<file path="src/rtl/ovl_pkg.sv">
package ovl_pkg;
  typedef logic [23:0] rgb_t;
  typedef logic [7:0]  alpha_t;
  localparam int unsigned CH_BITS = 8;
  localparam int unsigned CH_NUM  = 3;
endpackage

</file>
<file path="src/rtl/ovl_cover.sv">
module ovl_cover #(
  parameter int unsigned CW = 12
) (
  input  logic          en,
  input  logic [CW-1:0] x,
  input  logic [CW-1:0] y,
  input  logic [CW-1:0] x0,
  input  logic [CW-1:0] y0,
  input  logic [CW-1:0] w,
  input  logic [CW-1:0] h,
  output logic          hit
);
  logic [CW:0] x_end, y_end;
  logic        in_x, in_y;

  always_comb begin
    x_end = {1'b0, x0} + {1'b0, w};
    y_end = {1'b0, y0} + {1'b0, h};
    in_x  = (x >= x0) && ({1'b0, x} < x_end);
    in_y  = (y >= y0) && ({1'b0, y} < y_end);
    hit   = en && in_x && in_y;
  end
endmodule

</file>
<file path="src/rtl/ovl_pick.sv">
module ovl_pick #(
  parameter int unsigned N_OVL = 8,
  parameter int unsigned PW    = 3,
  localparam int unsigned IW   = (N_OVL > 1) ? $clog2(N_OVL) : 1
) (
  input  logic [N_OVL-1:0]    hit,
  input  logic [N_OVL*PW-1:0] prio,
  output logic                found,
  output logic [IW-1:0]       idx
);
  logic [PW-1:0] best;

  always_comb begin
    found = 1'b0;
    idx   = '0;
    best  = '0;
    for (int i = 0; i < N_OVL; i++) begin
      if (hit[i] && (!found || prio[i*PW +: PW] >= best)) begin
        found = 1'b1;
        idx   = IW'(i);
        best  = prio[i*PW +: PW];
      end
    end
  end
endmodule

</file>
<file path="src/rtl/ovl_mix.sv">
module ovl_mix
  import ovl_pkg::*;
(
  input  alpha_t a,
  input  rgb_t   ov,
  input  rgb_t   bg,
  output rgb_t   mix
);
  for (genvar c = 0; c < CH_NUM; c++) begin : g_ch
    logic [15:0] acc;
    always_comb begin
      acc = 16'(a) * 16'(ov[c*CH_BITS +: CH_BITS])
          + 16'(8'd255 - a) * 16'(bg[c*CH_BITS +: CH_BITS])
          + 16'd128;
      mix[c*CH_BITS +: CH_BITS] = 8'(acc >> 8);
    end
  end
endmodule

</file>
<file path="src/rtl/ovl_compositor.sv">
module ovl_compositor
  import ovl_pkg::*;
#(
  parameter int unsigned N_OVL = 8,
  parameter int unsigned CW    = 12,
  parameter int unsigned PW    = 3,
  localparam int unsigned IW   = (N_OVL > 1) ? $clog2(N_OVL) : 1
) (
  input  logic                clk,
  input  logic                rst_n,
  input  logic                in_valid,
  input  logic [CW-1:0]       in_x,
  input  logic [CW-1:0]       in_y,
  input  logic [23:0]         bg_rgb,
  input  logic [N_OVL-1:0]    ovl_en,
  input  logic [N_OVL*CW-1:0] ovl_x0,
  input  logic [N_OVL*CW-1:0] ovl_y0,
  input  logic [N_OVL*CW-1:0] ovl_w,
  input  logic [N_OVL*CW-1:0] ovl_h,
  input  logic [N_OVL*PW-1:0] ovl_prio,
  input  logic [N_OVL*8-1:0]  ovl_glob_a,
  input  logic [N_OVL-1:0]    ovl_use_pix,
  input  logic [N_OVL-1:0]    ovl_is_rgb,
  input  logic [N_OVL*24-1:0] ovl_rgb,
  input  logic [N_OVL*8-1:0]  ovl_pix_a,
  output logic                fetch_valid,
  output logic [IW-1:0]       fetch_idx,
  output logic                out_valid,
  output logic [23:0]         out_rgb
);
  logic [N_OVL-1:0] hit;
  logic             found;
  logic [IW-1:0]    win;

  for (genvar k = 0; k < N_OVL; k++) begin : g_cov
    ovl_cover #(.CW(CW)) u_cov (
      .en (ovl_en[k]),
      .x  (in_x),
      .y  (in_y),
      .x0 (ovl_x0[k*CW +: CW]),
      .y0 (ovl_y0[k*CW +: CW]),
      .w  (ovl_w[k*CW +: CW]),
      .h  (ovl_h[k*CW +: CW]),
      .hit(hit[k])
    );
  end

  ovl_pick #(.N_OVL(N_OVL), .PW(PW)) u_pick (
    .hit  (hit),
    .prio (ovl_prio),
    .found(found),
    .idx  (win)
  );

  // stage 1: selection
  logic          s1_valid, s1_valid_d;
  logic          s1_hit, s1_hit_d;
  logic [IW-1:0] s1_idx, s1_idx_d;
  alpha_t        s1_a, s1_a_d;
  rgb_t          s1_ov, s1_ov_d;
  rgb_t          s1_bg, s1_bg_d;

  always_comb begin
    s1_valid_d = in_valid;
    s1_hit_d   = found;
    s1_idx_d   = win;
    s1_ov_d    = ovl_rgb[win*24 +: 24];
    s1_bg_d    = bg_rgb;
    if (ovl_use_pix[win] && ovl_is_rgb[win]) s1_a_d = ovl_pix_a[win*8 +: 8];
    else                                     s1_a_d = ovl_glob_a[win*8 +: 8];
  end

  always_ff @(posedge clk or negedge rst_n) begin
    if (!rst_n) s1_valid <= 1'b0;
    else        s1_valid <= s1_valid_d;
  end

  always_ff @(posedge clk or negedge rst_n) begin
    if (!rst_n) begin
      s1_hit <= 1'b0;
      s1_idx <= '0;
      s1_a   <= '0;
      s1_ov  <= '0;
      s1_bg  <= '0;
    end else if (in_valid) begin
      s1_hit <= s1_hit_d;
      s1_idx <= s1_idx_d;
      s1_a   <= s1_a_d;
      s1_ov  <= s1_ov_d;
      s1_bg  <= s1_bg_d;
    end
  end

  assign fetch_valid = s1_valid && s1_hit;
  assign fetch_idx   = s1_idx;

  // stage 2: blend
  rgb_t mixed, s2_rgb_d, s2_rgb;
  logic s2_valid;

  ovl_mix u_mix (.a(s1_a), .ov(s1_ov), .bg(s1_bg), .mix(mixed));

  always_comb s2_rgb_d = s1_hit ? mixed : s1_bg;

  always_ff @(posedge clk or negedge rst_n) begin
    if (!rst_n) s2_valid <= 1'b0;
    else        s2_valid <= s1_valid;
  end

  always_ff @(posedge clk or negedge rst_n) begin
    if (!rst_n)        s2_rgb <= '0;
    else if (s1_valid) s2_rgb <= s2_rgb_d;
  end

  assign out_valid = s2_valid;
  assign out_rgb   = s2_rgb;
endmodule

</file>
<file path="config.mk">
export PLATFORM = sky130hd
export DESIGN_NAME = ovl_compositor
export DESIGN_NICKNAME = d
export VERILOG_FILES = /design/src/rtl/ovl_pkg.sv /design/src/rtl/ovl_cover.sv /design/src/rtl/ovl_pick.sv /design/src/rtl/ovl_mix.sv /design/src/rtl/ovl_compositor.sv
export SDC_FILE = /design/constraint.sdc
export NUM_CORES = 2
export LEC_CHECK = 0
export BUFFER_PORTS_ARGS = -buffer_cell sky130_fd_sc_hd__buf_2
export CORE_AREA = 3 3 320 322
export DETAILED_ROUTE_END_ITERATION = 6
export DIE_AREA = 0 0 323 325
export GPL_TIMING_DRIVEN = 1
export PLACE_DENSITY_LB_ADDON = 0.1
export SETUP_SLACK_MARGIN = 0.2
export SLEW_MARGIN = 15
export SYNTH_ARGS = -nofsm -noshare
export SYNTH_HDL_FRONTEND = slang
export SYNTH_HIERARCHICAL = 1
export SYNTH_SLANG_ARGS = --single-unit
export TNS_END_PERCENT = 20
</file>
<file path="constraint.sdc">
create_clock -name clk -period 12.45 [get_ports clk]
set_clock_uncertainty 0.2 [all_clocks]
set_input_delay 1.245 -clock clk [delete_from_list [all_inputs] [get_ports clk]]
set_output_delay 1.245 -clock clk [all_outputs]
set_load 0.01 [all_outputs]
</file>
==> impl_metrics.json <==
{
  "drt_iter0_markers": 1921,
  "synthesis.nets": 6023,
  "synth-simple-area-share": 0.148,
  "finalCritPeriodShare": 1.08,
  "hold_depth": 1,
  "fp.coreArea_sq_um": 99900,
  "final_nets": 7032,
  "drive_gt1_frac": 0.259,
  "synth_ff_type": "dfrtp_1",
  "synth_edf_count": 0,
  "critPathSlowestCell": "mux4_2",
  "dr.pass1.iters": 5,
  "portBuffers": 831,
  "failed_checks": "negative setup slack",
  "synth_cells": 4142,
  "holdBufCountCts": 0,
  "fin_crit_ns": 13.40,
  "maxSlewViolCount": 0,
  "crit-reg2reg-launch": "s1_a[5]",
  "grt-ovfl-total": 0,
  "grt_usage": 0.284,
  "cp-start-kind": "primary input",
  "arrival_ns": 13.43,
  "synth-seq-cells": 86,
  "cts_root_buf": "clkbuf_16",
  "h-tree-depth": 3,
  "routed.top_layer": "met5",
  "crit_required_ns": 12.47,
  "hpwl_um": 131000,
  "die_h_um": 325,
  "grt_pass1_vias": 34600,
  "setup_slack_ns": -0.955,
  "setup_viol": 34,
  "seqCellArea_sq_um": 2150,
  "area_growth_syn_to_layout_pct": 23.6,
  "min_from": "fetch_idx[0]",
  "netlist-cell-type-count": 81,
  "met1_length_um": 64800,
  "drc": 0,
  "grt_pass1_wl_um": 222000,
  "wl_um": 152000,
  "synth_top_area_share": 0.268,
  "gp_congestion": 1.04,
  "dp_slack_ns": -1.65,
  "min_to": "fetch_idx[0]",
  "placementRows": 116,
  "critPathMaxFanout": 8,
  "fillCellCount": 10200,
  "clk_pin_slew_ns": 0.08,
  "grt_max_degree": 79,
  "rrSetupSlack_ns": 6.12,
  "synth_fa_ha_area_frac": 0.435,
  "syn_avg_cell_area_sq_um": 8.74,
  "utilization": 0.448,
  "crit_top_cell": "ha_1",
  "maxSlewHeadroom": 0.365,
  "cts_tree": "yes",
  "die_w_um": 323,
  "num_vias": 34400,
  "die-area_sq_um": 105000,
  "final_hold_viol_count": 0,
  "hp-class": "reg2reg",
  "end_kind": "register",
  "r2r_cells": 19,
  "cts.sinks": 86,
  "avgViaCountPerCell": 5.26,
  "yosysTopAreaCell": "ha_1",
  "final_cell_mix": "827 x buf_2, 768 x ha_1, 686 x inv_1, 299 x fa_1, 264 x a21oi_1",
  "fmax_ghz": 0.0746,
  "dp_cells": 6420,
  "cts.path.max_buffers": 2,
  "crit_type": "in2reg",
  "drtAntennaViolNets": 0,
  "multi_input_area_sq_um": 31600,
  "synthMuxAreaShare": 0.0754,
  "max_stage_delay_ns": 0.56,
  "max_cap_violations": 0,
  "wl_per_cell_um": 23.3,
  "synth_xor_xnor_area_share": 0.0408,
  "rsz0062_at_grt": "yes",
  "yosysWarnings": 6,
  "ios": 832,
  "initial_utilization": 0.363,
  "routed-wl-met2_um": 72700,
  "clk_latency_ns": 0.38,
  "status": "complete, but fails checks",
  "final_common_cell": "buf_2",
  "ys_seq_area_frac": 0.0594,
  "cts_buffers": 9,
  "worst_pin_slew_ns": 0.952,
  "async_flop_share": 1.00,
  "syn-cell-area_sq_um": 36200,
  "antenna_found_initial": 135,
  "r2r_end": "out_rgb[15]",
  "wl_met3_um": 7660,
  "stdcell_count": 6537,
  "synth.area.top_cells": "ha_1 27%, fa_1 17%, inv_1 7.1%",
  "synth_compound_area_frac": 0.160,
  "synth_top_family_by_area": "adder cells"
}
stage by stage:
stage | hold WS [ns] | area (sq um) | TNS (ns)
finish | 0.311 | 44700 | -17.23
global route | 0.318 | 44700 | -38.54
CTS | 0.309 | 44300 | -14.19
detailed placement | 0.292 | 43600 | -45.50
global placement | 0.293 | 43600 | -40.81
floorplan | 0.206 | 36300 | -10.28
timing repair:
item,CTS,global route
gates resized for setup,52,35
buffers inserted,6,9
pin swaps,22,18
setup endpoints to repair,35,35
cloned,3,0
synthesized netlist by cell type, types with 8 or more instances:
library cell  count
o221ai_1         10
dfrtp_1          86
a21o_1          107
a31oi_1          19
o2111ai_1        14
nor3_1           46
xnor2_1          85
o21ai_1          21
a22oi_1           9
nand3_1          81
a211oi_1         48
o31ai_2          10
o21bai_1         19
a2111oi_0        16
a21oi_1         271
nand4_1          21
mux2i_1          64
inv_1           687
o211a_1           9
and3_1           17
o22ai_1          12
nor2b_1         140
and4_1           15
a22o_1            9
mux4_2           75
o21ai_0         125
fa_1            301
nand2b_1        156
a221o_1           9
or2_2             8
clkbuf_1         62
buf_2            10
nand2_1         187
mux2_2           31
ha_1            777
xor2_1           81
o21a_1           31
a211o_1          31
and2_1          110
nor4_1           24
nor2_1          177
o31ai_1          17
layout make-up:
cell class,instances,share of cell area
clock buffers,11,0.00565
flip-flops and latches,86,0.0482
inverters,687,0.0576
multi-input cells,3283,0.707
well taps,1298,0.0363
clock inverters,5,0.00143
repair buffers,1084,0.140
diodes,83,0.00464
critical path, delay by kind of cell:
kind	cells	cell delay, ns
compound gates	29	5.11
simple gates	20	2.52
fa+ha+maj	10	2.40
buf+inv	8	1.09
mux	2	0.86
xor+xnor	1	0.17
state kept, by name (all words and copies together), names as in the netlist:
| name | cells |
|---|---|
| s1_bg | 24 |
| s1_valid | 1 |
| s1_ov | 24 |
| out_rgb | 24 |
| s1_hit | 1 |
| out_valid | 1 |
| s1_a | 8 |
| fetch_idx | 3 |
worst max-delay path by stage:
stage / startpoint / endpoint / cells past startpoint
after global routing: ovl_x0[0] / s1_a[3] / 71
after CTS: ovl_x0[0] / s1_a[0] / 69
final: ovl_x0[0] / s1_a[3] / 70
after detailed placement: ovl_y0[0] / s1_a[3] / 68
after floorplan: ovl_x0[0] / s1_a[2] / 68
after global placement: ovl_y0[0] / s1_a[0] / 68
cells by family after synthesis:
logic type,Yosys count
buffers and inverters,773
adder cells (fa/ha/maj),1078
multiplexers,172
AO/OA/AOI/OAI,859
flip-flops,86
AND/OR/NAND/NOR,1007
XOR/XNOR,167
per-layer routing:
metal / track usage / up-vias
met4: 0.114 / 42
met5: 0 / -
li1: - / 16500
met3: 0.0477 / 279
met2: 0.483 / 951
met1: 0.356 / 16600
Power is left out: the tool's default activity adds up to more than one toggle a clock period on the data nets, which glitch-free logic cannot reach.
